`src/rtl/pm_clock_ctrl.sv`:
```
module pm_clock_ctrl #(
  parameter int DIV_W = 3
) (
  input  logic             clk,
  input  logic             rst_n,
  input  logic             mode_req,
  input  logic [1:0]       req_osc,
  input  logic [DIV_W-1:0] req_div,
  input  logic             req_idle,
  input  logic             sleep_req,
  input  logic             wake,
  input  logic             wdt_en,
  input  logic             rtc_en,
  input  logic             pri_rdy,
  input  logic             sec_rdy,
  input  logic             lfrc_rdy,
  input  logic             hfosc_rdy,
  output logic             pri_osc_en,
  output logic             sec_osc_en,
  output logic             lfrc_en,
  output logic             hfosc_en,
  output logic [1:0]       clk_sel,
  output logic [DIV_W-1:0] post_div,
  output logic             cpu_clk_en,
  output logic             per_clk_en
);
  localparam logic [1:0] OSC_SLOW = 2'd2;
  localparam logic [1:0] OSC_FAST = 2'd3;

  typedef enum logic [2:0] {ST_RUN, ST_IDLE, ST_SLEEP, ST_WAKE, ST_SWITCH} st_t;

  st_t              st;
  logic [1:0]       cur_osc, tgt_osc;
  logic [DIV_W-1:0] cur_div, tgt_div;
  logic             tgt_idle;

  logic [3:0] rdy_vec, en_vec;
  logic       sel_rdy, tgt_rdy;

  assign rdy_vec = {hfosc_rdy, lfrc_rdy, sec_rdy, pri_rdy};
  assign sel_rdy = rdy_vec[cur_osc];
  assign tgt_rdy = rdy_vec[tgt_osc];

  always_ff @(posedge clk or negedge rst_n) begin
    if (!rst_n) begin
      st       <= ST_WAKE;
      cur_osc  <= OSC_FAST;
      cur_div  <= '0;
      tgt_osc  <= OSC_FAST;
      tgt_div  <= '0;
      tgt_idle <= 1'b0;
    end else begin
      case (st)
        ST_RUN:
          if (sleep_req) st <= ST_SLEEP;
          else if (mode_req) begin
            if (req_osc == cur_osc) begin
              cur_div <= req_div;
              st      <= req_idle ? ST_IDLE : ST_RUN;
            end else begin
              tgt_osc  <= req_osc;
              tgt_div  <= req_div;
              tgt_idle <= req_idle;
              st       <= ST_SWITCH;
            end
          end
        ST_IDLE:
          if (wake) st <= ST_WAKE;
          else if (sleep_req) st <= ST_SLEEP;
        ST_SLEEP:
          if (wake) st <= ST_WAKE;
        ST_WAKE:
          if (sel_rdy) st <= ST_RUN;
        ST_SWITCH:
          if (tgt_rdy) begin
            cur_osc <= tgt_osc;
            cur_div <= tgt_div;
            st      <= tgt_idle ? ST_IDLE : ST_RUN;
          end
        default: st <= ST_WAKE;
      endcase
    end
  end

  logic active, switching;
  assign active    = (st != ST_SLEEP);
  assign switching = (st == ST_SWITCH);

  assign en_vec = (active    ? (4'b0001 << cur_osc) : 4'b0000)
                | (switching ? (4'b0001 << tgt_osc) : 4'b0000)
                | {1'b0, wdt_en, rtc_en, 1'b0};

  assign {hfosc_en, lfrc_en, sec_osc_en, pri_osc_en} = en_vec;
  assign clk_sel    = cur_osc;
  assign post_div   = cur_div;
  assign cpu_clk_en = (st == ST_RUN) || switching;
  assign per_clk_en = (st == ST_RUN) || (st == ST_IDLE) || switching;

  p_sel_on_r2: assert property (@(posedge clk) disable iff (!rst_n)
    (cpu_clk_en || per_clk_en) |-> {hfosc_en, lfrc_en, sec_osc_en, pri_osc_en}[clk_sel]);

  p_hold_mux_r3: assert property (@(posedge clk) disable iff (!rst_n)
    (switching && !tgt_rdy) |=> $stable(clk_sel));

  p_fast_off_r6: assert property (@(posedge clk) disable iff (!rst_n)
    (!switching && clk_sel == OSC_SLOW) |-> !hfosc_en);

  p_sleep_gated_r7: assert property (@(posedge clk) disable iff (!rst_n)
    (st == ST_SLEEP) |-> (!cpu_clk_en && !per_clk_en && !pri_osc_en && !hfosc_en));

  p_wdt_keep_r8: assert property (@(posedge clk) disable iff (!rst_n)
    wdt_en |-> lfrc_en);

  p_rtc_keep_r8: assert property (@(posedge clk) disable iff (!rst_n)
    rtc_en |-> sec_osc_en);

  p_cpu_after_rdy_r9: assert property (@(posedge clk) disable iff (!rst_n)
    $rose(cpu_clk_en) |-> $past(sel_rdy));

  p_wake_same_src_r9: assert property (@(posedge clk) disable iff (!rst_n)
    (st == ST_WAKE) |=> $stable(clk_sel));
endmodule

```
`config.mk`:
```
export PLATFORM = sky130hd
export DESIGN_NAME = pm_clock_ctrl
export DESIGN_NICKNAME = d
export VERILOG_FILES = /design/src/rtl/pm_clock_ctrl.sv
export SDC_FILE = /design/constraint.sdc
export NUM_CORES = 1
export LEC_CHECK = 0
export BUFFER_PORTS_ARGS = -buffer_cell sky130_fd_sc_hd__buf_2
export CAP_MARGIN = 10
export CORE_AREA = 2 2 46 48
export CTS_CLUSTER_DIAMETER = 200
export CTS_CLUSTER_SIZE = 30
export DETAILED_ROUTE_END_ITERATION = 8
export DIE_AREA = 0 0 48 50
export HOLD_SLACK_MARGIN = 0.08
export MAX_ROUTING_LAYER = met4
export PLACE_DENSITY = 0.74
export RECOVER_POWER = 25
export SYNTH_ARGS = -nofsm -noshare
export SYNTH_HDL_FRONTEND = slang
export SYNTH_SLANG_ARGS = --single-unit
```
`constraint.sdc`:
```
create_clock -name clk -period 2.4 [get_ports clk]
set_input_delay 0.24 -clock clk [delete_from_list [all_inputs] [get_ports clk]]
set_output_delay 0.24 -clock clk [all_outputs]
set_load 0.01 [all_outputs]
```
After elaboration in Yosys (flattened, before gate mapping)
Cells that the tools add are included.
Storage, ports and cells
  bits in registers: 14
  input bits: 17
  output and inout port bits: 11
Cells by class
  $lt $le $gt $ge: 2
  eq/ne operators: 14
  shift-type cells: 2
  mux-type cells: 22
  bitwise operators: 4
  reductions and logical operators: 9
Operator list (count)
  two-way mux 3 bit: 12
  one-hot mux 3 bit (5 select lines): 1
  != test 2 bit (second input constant): 6
  AND reduction 5 bit: 2
  two-way mux 4 bit: 2
  << shifter 1 x 2 -> 4 bit (first input constant): 2
  == test 3 x 2 -> 1 bit (second input constant): 2
  < comparator 2 x 3 -> 1 bit (second input constant): 2
  != test 3 bit (second input constant): 2
  one-hot mux 3 bit (2 select lines): 1
  binary-select mux 1 bit (select 2 bit): 2
  two-way mux 1 bit: 4
  bitwise OR 4 x 3 -> 4 bit: 1
  bitwise OR 4 bit: 1
  AND reduction 4 bit: 1
  == test 3 x 1 -> 1 bit (second input constant): 1
  == test 3 bit (second input constant): 1
  zero test 3 bit: 1
  logical OR 1 bit: 3
  != test 3 x 2 -> 1 bit (second input constant): 1
  == test 2 bit: 1
  inverter 1 bit: 2
  AND reduction 2 bit: 1
  nonzero test 2 bit: 1

Depth between registers and ports, before layout
Gate-level depths: netlist (run 1).
  depth after elaboration: 5
  mapped depth: 6

Worst setup path before layout (run 1)
Ideal clock, no wire load.
  path type: flip-flop to flip-flop
  start point: register tgt_osc[0]
  end point: register cur_div[0], in the netlist post_div[0]
  arrival time: 1576 ps
  required time: 2275 ps
  setup slack: 699 ps
  cell stages (with the launch flop): 5
  path buffers: 0
  path through: dfstp_2 > mux4_2 > a32oi_2 > nor3_2 > mux2_2
Between the ends
  cells in the longest elaborated chain, start to end: 4
RTL lines
  start: declaration: RTL line 33  | logic [1:0] cur_osc, tgt_osc;
  start signal: assignment: RTL line 61  | tgt_osc <= req_osc;
  binary-select mux 1 bit (select 2 bit): RTL line 42  | assign tgt_rdy = rdy_vec[tgt_osc];
  two-way mux 1 bit (implied by the code): RTL line 42
  != test 2 bit (no line)
  AND reduction 5 bit (no line)
  end signal: assignment: RTL line 58  | cur_div <= req_div;
  end signal: assignment: RTL line 77  | cur_div <= tgt_div;
  end: declaration: RTL line 34  | logic [DIV_W-1:0] cur_div, tgt_div;
Every way passes these cells. The select of a mux whose other input is x is not followed.
A chain may end at the register's enable or synchronous reset.

Final worst setup path (run 1)
  start point: register st[2]
  end point: output lfrc_en
Between the ends
  cells in the longest elaborated chain, start to end: 4
RTL lines
  start: declaration: RTL line 32  | st_t st;
  start signal: assignment: RTL line 59  | st <= req_idle ? ST_IDLE : ST_RUN;
  start signal: assignment: RTL line 78  | st <= tgt_idle ? ST_IDLE : ST_RUN;
  != test 3 x 2 -> 1 bit or == test 3 bit (tied branches): RTL line 86, 87
  two-way mux 4 bit (on tied branches): RTL line 89, 90
  bitwise OR 4 bit (*): RTL line 90  | | (switching ? (4'b0001 << tgt_osc) : 4'b0000)
  bitwise OR 4 x 3 -> 4 bit (*): RTL line 91  | | {1'b0, wdt_en, rtc_en, 1'b0};
  end: declaration: RTL line 20  | output logic lfrc_en,
Every way passes the cells marked *; elsewhere a longest branch is shown, timed or not.

==> results of run 1 <==
kinds of logic after synthesis:
group,share of synthesized area
XOR/XNOR,0.0200
flip-flops,0.409
AND/OR/NAND/NOR,0.179
buffers and inverters,0.0415
AO/OA/AOI/OAI,0.132
multiplexers,0.219
stage by stage:
| step | area, um^2 | setup slack [ns] | cells |
|---|---|---|---|
| after global routing | 1060 | 0.265 | 138 |
| after floorplan | 875 | 0.699 | 83 |
| after global placement | 1020 | 0.586 | 133 |
| final | 1060 | 0.382 | 138 |
| after CTS | 1060 | 0.389 | 138 |
| after detailed placement | 1020 | 0.571 | 133 |
repair_timing:
item,4_1_cts,5_1_grt
endpoints found under the hold margin,8,0
hold buffers,1,0
buffers inserted,0,0
where the power goes:
group	leakage (nW)	switching [mW]	internal (mW)	total, mW
clock network	0.0210	0.0806	0.0926	0.173
logic	0.290	0.208	0.237	0.445
registers	0.165	0.137	0.367	0.504
total	0.476	0.425	0.697	1.12
layer usage:
metal | global-route usage | wire length, um
met5 | - | 0
met4 | 0.0676 | 30
met3 | 0.0549 | 71
met2 | 0.244 | 867
met1 | 0.231 | 809
layout make-up:
class                   instances  area (um^2)
fillers                       170          838
multi-input cells              62          480
flip-flops and latches         14          358
repair buffers                 28          144
clock buffers                   4         36.3
well taps                      27         33.8
inverters                       3         11.3
cell usage after synthesis:
cell / instances / area (um^2)
sky130_fd_sc_hd__nand2_1: 6 / 22.5
sky130_fd_sc_hd__a32oi_2: 1 / 16.3
sky130_fd_sc_hd__nor3b_1: 1 / 7.51
sky130_fd_sc_hd__mux4_2: 2 / 45.0
sky130_fd_sc_hd__mux2_2: 13 / 146
sky130_fd_sc_hd__o21ai_0: 4 / 20.0
sky130_fd_sc_hd__o32ai_1: 1 / 8.76
sky130_fd_sc_hd__nor2b_1: 1 / 6.26
sky130_fd_sc_hd__o31ai_1: 2 / 15.0
sky130_fd_sc_hd__nor3_1: 4 / 20.0
sky130_fd_sc_hd__o211ai_1: 1 / 7.51
sky130_fd_sc_hd__a31oi_1: 1 / 6.26
sky130_fd_sc_hd__buf_4: 2 / 15.0
sky130_fd_sc_hd__and3_1: 1 / 6.26
sky130_fd_sc_hd__a221oi_1: 1 / 8.76
sky130_fd_sc_hd__xnor2_1: 2 / 17.5
sky130_fd_sc_hd__nor4_1: 1 / 6.26
sky130_fd_sc_hd__nor3_2: 1 / 10.0
sky130_fd_sc_hd__and4_1: 1 / 8.76
sky130_fd_sc_hd__dfstp_2: 6 / 158
sky130_fd_sc_hd__nand3_1: 4 / 20.0
sky130_fd_sc_hd__a22o_1: 1 / 8.76
sky130_fd_sc_hd__a211o_1: 1 / 8.76
sky130_fd_sc_hd__nand3b_1: 1 / 7.51
sky130_fd_sc_hd__nor2_1: 5 / 18.8
sky130_fd_sc_hd__inv_1: 3 / 11.3
sky130_fd_sc_hd__a21oi_1: 3 / 15.0
sky130_fd_sc_hd__dfrtp_1: 8 / 200
sky130_fd_sc_hd__nand3_2: 1 / 10.0
sky130_fd_sc_hd__nand2b_1: 2 / 12.5
sky130_fd_sc_hd__buf_2: 2 / 10.0
flip-flops by register name, indices dropped and copies added, names as in the netlist:
name,flops
clk_sel,2
tgt_idle,1
st,3
tgt_div,3
tgt_osc,2
post_div,3
worst max-delay path by stage:
stage | start | to | slack, ns
global route | st[2]$_DFFE_PN0P_ | lfrc_en | 0.27
CTS | st[2]$_DFFE_PN0P_ | lfrc_en | 0.39
global placement | tgt_osc[0]$_DFFE_PN1P_ | post_div[2]$_DFFE_PN0P_ | 0.59
finish | st[2]$_DFFE_PN0P_ | lfrc_en | 0.38
detailed placement | st[1]$_DFFE_PN1P_ | tgt_div[2]$_DFFE_PN0P_ | 0.57
floorplan | tgt_osc[0]$_DFFE_PN1P_ | post_div[0]$_DFFE_PN0P_ | 0.70
cells in the final DEF, fill, tap and decap left out, types with 3 or more instances in the layout:
cell type,netlist,routed
sky130_fd_sc_hd__clkbuf_4,0,3
sky130_fd_sc_hd__dfrtp_1,8,8
sky130_fd_sc_hd__inv_1,3,3
sky130_fd_sc_hd__nand3_1,4,4
sky130_fd_sc_hd__dfstp_2,6,6
sky130_fd_sc_hd__nand2_1,6,6
sky130_fd_sc_hd__nor2_1,5,5
sky130_fd_sc_hd__o21ai_0,4,4
sky130_fd_sc_hd__a21oi_1,3,3
sky130_fd_sc_hd__mux2_2,13,13
sky130_fd_sc_hd__nor3_1,4,4
sky130_fd_sc_hd__buf_2,2,26
==> out/qor.txt, run 1 <==
FINISH
------------------------------------------------------------------------------------
Final Net Count .......................................................          129
Share of final-layout standard cells stronger than drive strength 1 ...        0.486
Layout overhead on the synthesized area ...............................        21.6%
Antenna Cells .........................................................            0
Post-layout util ......................................................        0.559

TIMING
------------------------------------------------------------------------------------
Slew at the pin closest to its max-slew limit .........................     0.718 ns
Max Clock Skew ........................................................   0.00190 ns
Unrepaired setup endpoints after global routing .......................        false
Final period demand of the worst path .................................      2.02 ns
Count of endpoints failing hold in the final timing report ............            0
Pins over their slew limit ............................................            0
Peak clock frequency supported by timing ..............................      496 MHz
Max-slew headroom at the worst pin ....................................        0.521
Share of the clock period used by the worst path after layout .........        0.841
Final setup fails .....................................................            0
Final Hold Slack ......................................................     0.195 ns
Sum of negative setup slack ...........................................         0 ns

LOGIC SYNTHESIS
------------------------------------------------------------------------------------
Syn Std Cell Area .....................................................     875 um^2
Fraction of the yosys area taken by sequential cells ..................        0.409
Flop and latch count out of synthesis .................................           14
Net count of the mapped netlist .......................................          100
Yosys warning count ...................................................            0
Syn Inst Count ........................................................           83
Post-synthesis average cell area ......................................    10.5 um^2
Count of unique library cells instantiated by Yosys ...................           31

HOLD PATH
------------------------------------------------------------------------------------
Worst Min Path Start ..................................................   req_div[1]
Endpoint, Worst Hold .................................................. tgt_div[1]$_DFFE_PN0P_
Min-delay worst type .................................................. input port to flip-flop
Hold Crit Depth .......................................................            2

DETAILED ROUTING
------------------------------------------------------------------------------------
Vias per Instance .....................................................         5.31
DRC violation count after routing .....................................            0
Number of routed nets with antenna violations .........................            0
Average wire length per cell after detail routing .....................      12.9 um
Aggregate routed wire length ..........................................      1780 um
Via count of the routed design ........................................          733
DR pass1 iterations ...................................................            4
Iteration-0 DRC count of the detailed router ..........................            9

POWER
------------------------------------------------------------------------------------
Reported leakage power ................................................     0.476 nW
Power per unit of standard cell area .................................. 1060 nW/um^2
Worst vdd ir ..........................................................   0.000479 V
Power Total ...........................................................      1.12 mW

JOB
------------------------------------------------------------------------------------
# Max-Cap Violations ..................................................            0

DIE
------------------------------------------------------------------------------------
Top-level port count ..................................................           28
Floorplan die area ....................................................    2400 um^2
Total number of placement rows ........................................           16
Initial cell density of the core ......................................        0.460
Vertical extent of the die ............................................        50 um
Area inside the core boundary .........................................    1900 um^2
Die span in x .........................................................        48 um

CRITICAL PATH
------------------------------------------------------------------------------------
CP bufs+invs ..........................................................            1
Max incr delay on CP ..................................................      0.58 ns
Arrival time of the worst setup path ..................................      1.78 ns
Critical R2R Launch ................................................... st[1]$_DFFE_PN1P_
CP Max Fanout .........................................................           16
Depth of the critical timing path with buffers and inverters included .            5
Ordered cell list for the critical path ............................... nor2_1, nand2_1, and3_1, a211o_1, buf_2
CP max-delay cell ..................................................... sky130_fd_sc_hd__dfrtp_1
Top delay family on crit path .........................................   flip-flops
Reg-to-reg endpoint ................................................... tgt_div[2]$_DFFE_PN0P_
Path depth of the worst reg2reg path ..................................            4
Worst setup path category ............................................. flip-flop to output port
Req. time, crit path ..................................................      2.16 ns
Nature of the critical path endpoint ..................................  output port
R2R setup slack .......................................................      0.52 ns
Startpoint type of the worst setup path ...............................    flip-flop

PLACED DESIGN
------------------------------------------------------------------------------------
Detailed-placement wirelength estimate ................................      1350 um
Buffers added on ports ................................................           27
Final GP Congestion ...................................................        0.784

CLOCK NETWORK
------------------------------------------------------------------------------------
Clock net sink count ..................................................           14
CTS tree ..............................................................         done
CTS-repair resized insts ..............................................            0
Clock root buffer ..................................................... sky130_fd_sc_hd__clkbuf_4
Worst-path clk slew ...................................................      0.08 ns
Clock buffers created by TritonCTS ....................................            3
Clock latency on the worst-skew pair ..................................      0.29 ns
Clock Tree Buf Depth ..................................................            2
Deepest level of the CTS H-tree .......................................            1

GLOBAL ROUTE
------------------------------------------------------------------------------------
Maximum number of pins on one net before global-route repair ..........           17
Total grt overflow ....................................................            0
Global-route wire length before repair ................................      2870 um
Global router's overall resource usage ................................        0.174
Antenna violations before repair ......................................            0
Via count of the first global-routing pass ............................          630

RUN STATUS
------------------------------------------------------------------------------------
Outcome ............................................................... finished, final reports clean

No activity file was read; power rests on OpenSTA's default activity.
==> run 2, diff against run 1 <==
CORE_AREA = 2 2 48 50   (was 2 2 46 48)
DIE_AREA = 0 0 50 52   (was 0 0 48 50)
PLACE_DENSITY = 0.71   (was 0.74)
clock period = 1.7 ns   (was 2.4 ns; I/O delays follow)
==> run 2 against run 1 <==
Via count grew 20%; the run now ends with setup timing left; sequential share of layout area shrank 6.5 points; sequential power grew 26%; largest cell class unchanged; worst setup slack lost 0.42 ns; highest routed layer unchanged; total power grew 79%.
==> out/qor.txt, run 2 (synthesis gave the netlist of run 1 again) <==
RUN STATUS
----------------------------------------------------------------------------------
Outcome ............................................................. complete, but fails checks   was finished, final reports clean
Failing checks ...................................................... setup timing

DIE
----------------------------------------------------------------------------------
Floorplan die area ..................................................    2600 um^2   was 2400 um^2
Top-level port count ................................................           28   unchanged
Total number of placement rows ......................................           17   was 16
Initial cell density of the core ....................................        0.415   was 0.460
Area inside the core boundary .......................................    2110 um^2   was 1900 um^2
Vertical extent of the die ..........................................        52 um   was 50 um
Die span in x .......................................................        50 um   was 48 um

CRITICAL PATH
----------------------------------------------------------------------------------
Critical R2R Launch ................................................. tgt_osc[0]$_DFFE_PN1P_   was st[1]$_DFFE_PN1P_
Arrival time of the worst setup path ................................      1.91 ns   was 1.78 ns
Path depth of the worst reg2reg path ................................            4   unchanged
Max incr delay on CP ................................................      0.55 ns   was 0.58 ns
Top delay family on crit path ....................................... multiplexers   was flip-flops
Req. time, crit path ................................................      1.87 ns   was 2.16 ns
CP max-delay cell ................................................... sky130_fd_sc_hd__dfstp_2   was sky130_fd_sc_hd__dfrtp_1
Startpoint type of the worst setup path .............................    flip-flop   unchanged
R2R setup slack .....................................................     -0.04 ns   was 0.52 ns
Nature of the critical path endpoint ................................    flip-flop   was output port
CP bufs+invs ........................................................            0   was 1
CP Max Fanout .......................................................            3   was 16
Reg-to-reg endpoint ................................................. post_div[2]$_DFFE_PN0P_   was tgt_div[2]$_DFFE_PN0P_
Worst setup path category ........................................... flip-flop to flip-flop   was flip-flop to output port
Ordered cell list for the critical path ............................. mux4_2, a32oi_2, nor3_2, mux2_2   was nor2_1, nand2_1, and3_1, a211o_1, buf_2

TIMING
----------------------------------------------------------------------------------
Unrepaired setup endpoints after global routing .....................         true   was false
Final setup margin ..................................................   -0.0428 ns   was 0.382 ns
Count of endpoints failing hold in the final timing report ..........            0   unchanged
Final period demand of the worst path ...............................      1.74 ns
Max Clock Skew ......................................................   0.00226 ns   was 0.00190 ns
Sum of negative setup slack .........................................    -0.182 ns   was 0 ns
Share of the clock period used by the worst path after layout .......         1.03
Final Hold Slack ....................................................     0.135 ns   was 0.195 ns
Final setup fails ...................................................            7   was 0
Pins over their slew limit ..........................................            0   unchanged
Max-slew headroom at the worst pin ..................................        0.505   was 0.521
Slew at the pin closest to its max-slew limit .......................     0.743 ns   was 0.718 ns
Peak clock frequency supported by timing ............................      574 MHz

GLOBAL ROUTE
----------------------------------------------------------------------------------
Via count of the first global-routing pass ..........................          856   was 630
Antenna violations before repair ....................................            0   unchanged
Maximum number of pins on one net before global-route repair ........           15   was 17
Global-route wire length before repair ..............................      3690 um   was 2870 um
Global router's overall resource usage ..............................        0.194   was 0.174
Total grt overflow ..................................................            0   unchanged

POWER
----------------------------------------------------------------------------------
Power per unit of standard cell area ................................ 1520 nW/um^2   was 1060 nW/um^2
Internal power summed over all cells ................................      1.25 mW   was 697 uW
Net Sw Frac .........................................................        0.378   was 0.379
Reported leakage power ..............................................     0.599 nW   was 0.476 nW
Switch Pwr ..........................................................       759 uW   was 425 uW
Combinational fraction of design power ..............................        0.563   was 0.396
Clock share of power ................................................        0.120   was 0.154
Power Total .........................................................      2.01 mW   was 1.12 mW
Worst vdd ir ........................................................   0.000868 V   was 0.000479 V
Share of total power in sequential cells ............................        0.317   was 0.449

HOLD PATH
----------------------------------------------------------------------------------
Min-delay worst type ................................................ input port to flip-flop   unchanged
Worst Min Path Start ................................................   req_div[2]   was req_div[1]
Hold Crit Depth .....................................................            2   unchanged
Endpoint, Worst Hold ................................................ tgt_div[2]$_DFFE_PN0P_   was tgt_div[1]$_DFFE_PN0P_

DETAILED ROUTING
----------------------------------------------------------------------------------
Aggregate routed wire length ........................................      2320 um   was 1780 um
Vias per Instance ...................................................         5.37   was 5.31
Number of routed nets with antenna violations .......................            0   unchanged
DR pass1 iterations .................................................            4   unchanged
Iteration-0 DRC count of the detailed router ........................           10   was 9
Average wire length per cell after detail routing ...................      14.2 um   was 12.9 um
DRC violation count after routing ...................................            0   unchanged
Via count of the routed design ......................................          876   was 733

PLACED DESIGN
----------------------------------------------------------------------------------
Buffers added on ports ..............................................           27   unchanged
Detailed-placement wirelength estimate ..............................      1540 um   was 1350 um
Final GP Congestion .................................................        0.839   was 0.784
Post-Place Cells ....................................................          143   was 133

CLOCK NETWORK
----------------------------------------------------------------------------------
Worst-path clk slew .................................................      0.09 ns   was 0.08 ns
CTS tree ............................................................         done   unchanged
Clock root buffer ................................................... sky130_fd_sc_hd__clkbuf_4   unchanged
Deepest level of the CTS H-tree .....................................            1   unchanged
Clock net sink count ................................................           14   unchanged
Clock buffers created by TritonCTS ..................................            3   unchanged
Clock Tree Buf Depth ................................................            2   unchanged
Clock latency on the worst-skew pair ................................      0.28 ns   was 0.29 ns

FINISH
----------------------------------------------------------------------------------
Commonest non-fill, non-tap cells in the layout ..................... 26 x sky130_fd_sc_hd__buf_2, 21 x sky130_fd_sc_hd__buf_4, 13 x sky130_fd_sc_hd__mux2_2, 8 x sky130_fd_sc_hd__dfrtp_1, 6 x sky130_fd_sc_hd__dfstp_2   was 26 x sky130_fd_sc_hd__buf_2, 13 x sky130_fd_sc_hd__mux2_2, 8 x sky130_fd_sc_hd__dfrtp_1, 6 x sky130_fd_sc_hd__nand2_1, 6 x sky130_fd_sc_hd__dfstp_2
Antenna Cells .......................................................            0   unchanged
Post-layout util ....................................................        0.626   was 0.559
Final Instance Count excl. Fillers ..................................          163   was 138
Share of final-layout standard cells stronger than drive strength 1 .        0.659   was 0.486
Layout overhead on the synthesized area .............................        50.6%   was 21.6%
Most common library cell in the layout ignoring fill and taps ....... sky130_fd_sc_hd__buf_2   unchanged
Final Net Count .....................................................          153   was 129

JOB
----------------------------------------------------------------------------------
# Max-Cap Violations ................................................            0   unchanged

==> run 2: changes by cell type in the layout (fill, tap and decap cells not counted), sizes merged <==
cell / change
buf: +24
==> run 2: per-stage QoR <==
step / setup slack [ns] / cell area [um^2]
after floorplan: -0.000903 / 875
after global placement: -0.0286 / 1090
after detailed placement: -0.0458 / 1090
after CTS: -0.0503 / 1260
after global routing: -0.121 / 1320
final: -0.0428 / 1320
==> run 2: final cells by class <==
type                            count  area (um^2)
Timing Repair Buffer               52          335
Multi-Input combinational cell     62          542
Fill cell                         171          788
Tap cell                           28         35.0
Sequential cell                    14          358
Clock buffer                        4         36.3
Inverter                            3         11.3
==> run 2: repair_timing <==
| action | 4_1_cts | 5_1_grt |
|---|---|---|
| pin swaps | 4 | 3 |
| hold endpoints to repair | 14 | 0 |
| endpoints found under the setup margin | 10 | 15 |
| setup buffers | 14 | 1 |
| hold buffers | 1 | 0 |
| resized for setup | 6 | 11 |
==> run 2: worst max-delay path by stage <==
stage | startpoint | cells after the start | slack, ns | to
CTS | tgt_osc[0]$_DFFE_PN1P_ | 4 | -0.05 | post_div[2]$_DFFE_PN0P_
global placement | tgt_osc[0]$_DFFE_PN1P_ | 4 | -0.03 | post_div[0]$_DFFE_PN0P_
detailed placement | tgt_osc[0]$_DFFE_PN1P_ | 4 | -0.05 | post_div[0]$_DFFE_PN0P_
floorplan | tgt_osc[0]$_DFFE_PN1P_ | 4 | -0.0009 | post_div[0]$_DFFE_PN0P_
finish | tgt_osc[0]$_DFFE_PN1P_ | 4 | -0.04 | post_div[2]$_DFFE_PN0P_
global route | st[1]$_DFFE_PN1P_ | 6 | -0.12 | lfrc_en
==> run 2: metal layers <==
layer  part of all wire  vias up  wire length, um  GRT usage
met5                  0        -                0          -
met4              0.022        0               50     0.0741
met3              0.041        6               94     0.0374
met2               0.52       23             1200      0.329
met1               0.42      430              973      0.227
li1                   -      417                -          -
==> run 2: power by group through the flow <==
stage	combinational, mW	sequential (mW)	clock, mW
5_1_grt	1.22	0.652	0.266
4_1_cts	0.997	0.623	0.247
3_5_place_dp	0.811	0.651	0
3_3_place_gp	0.795	0.638	0
6_report	1.13	0.635	0.241
2_1_floorplan	0.535	0.636	0
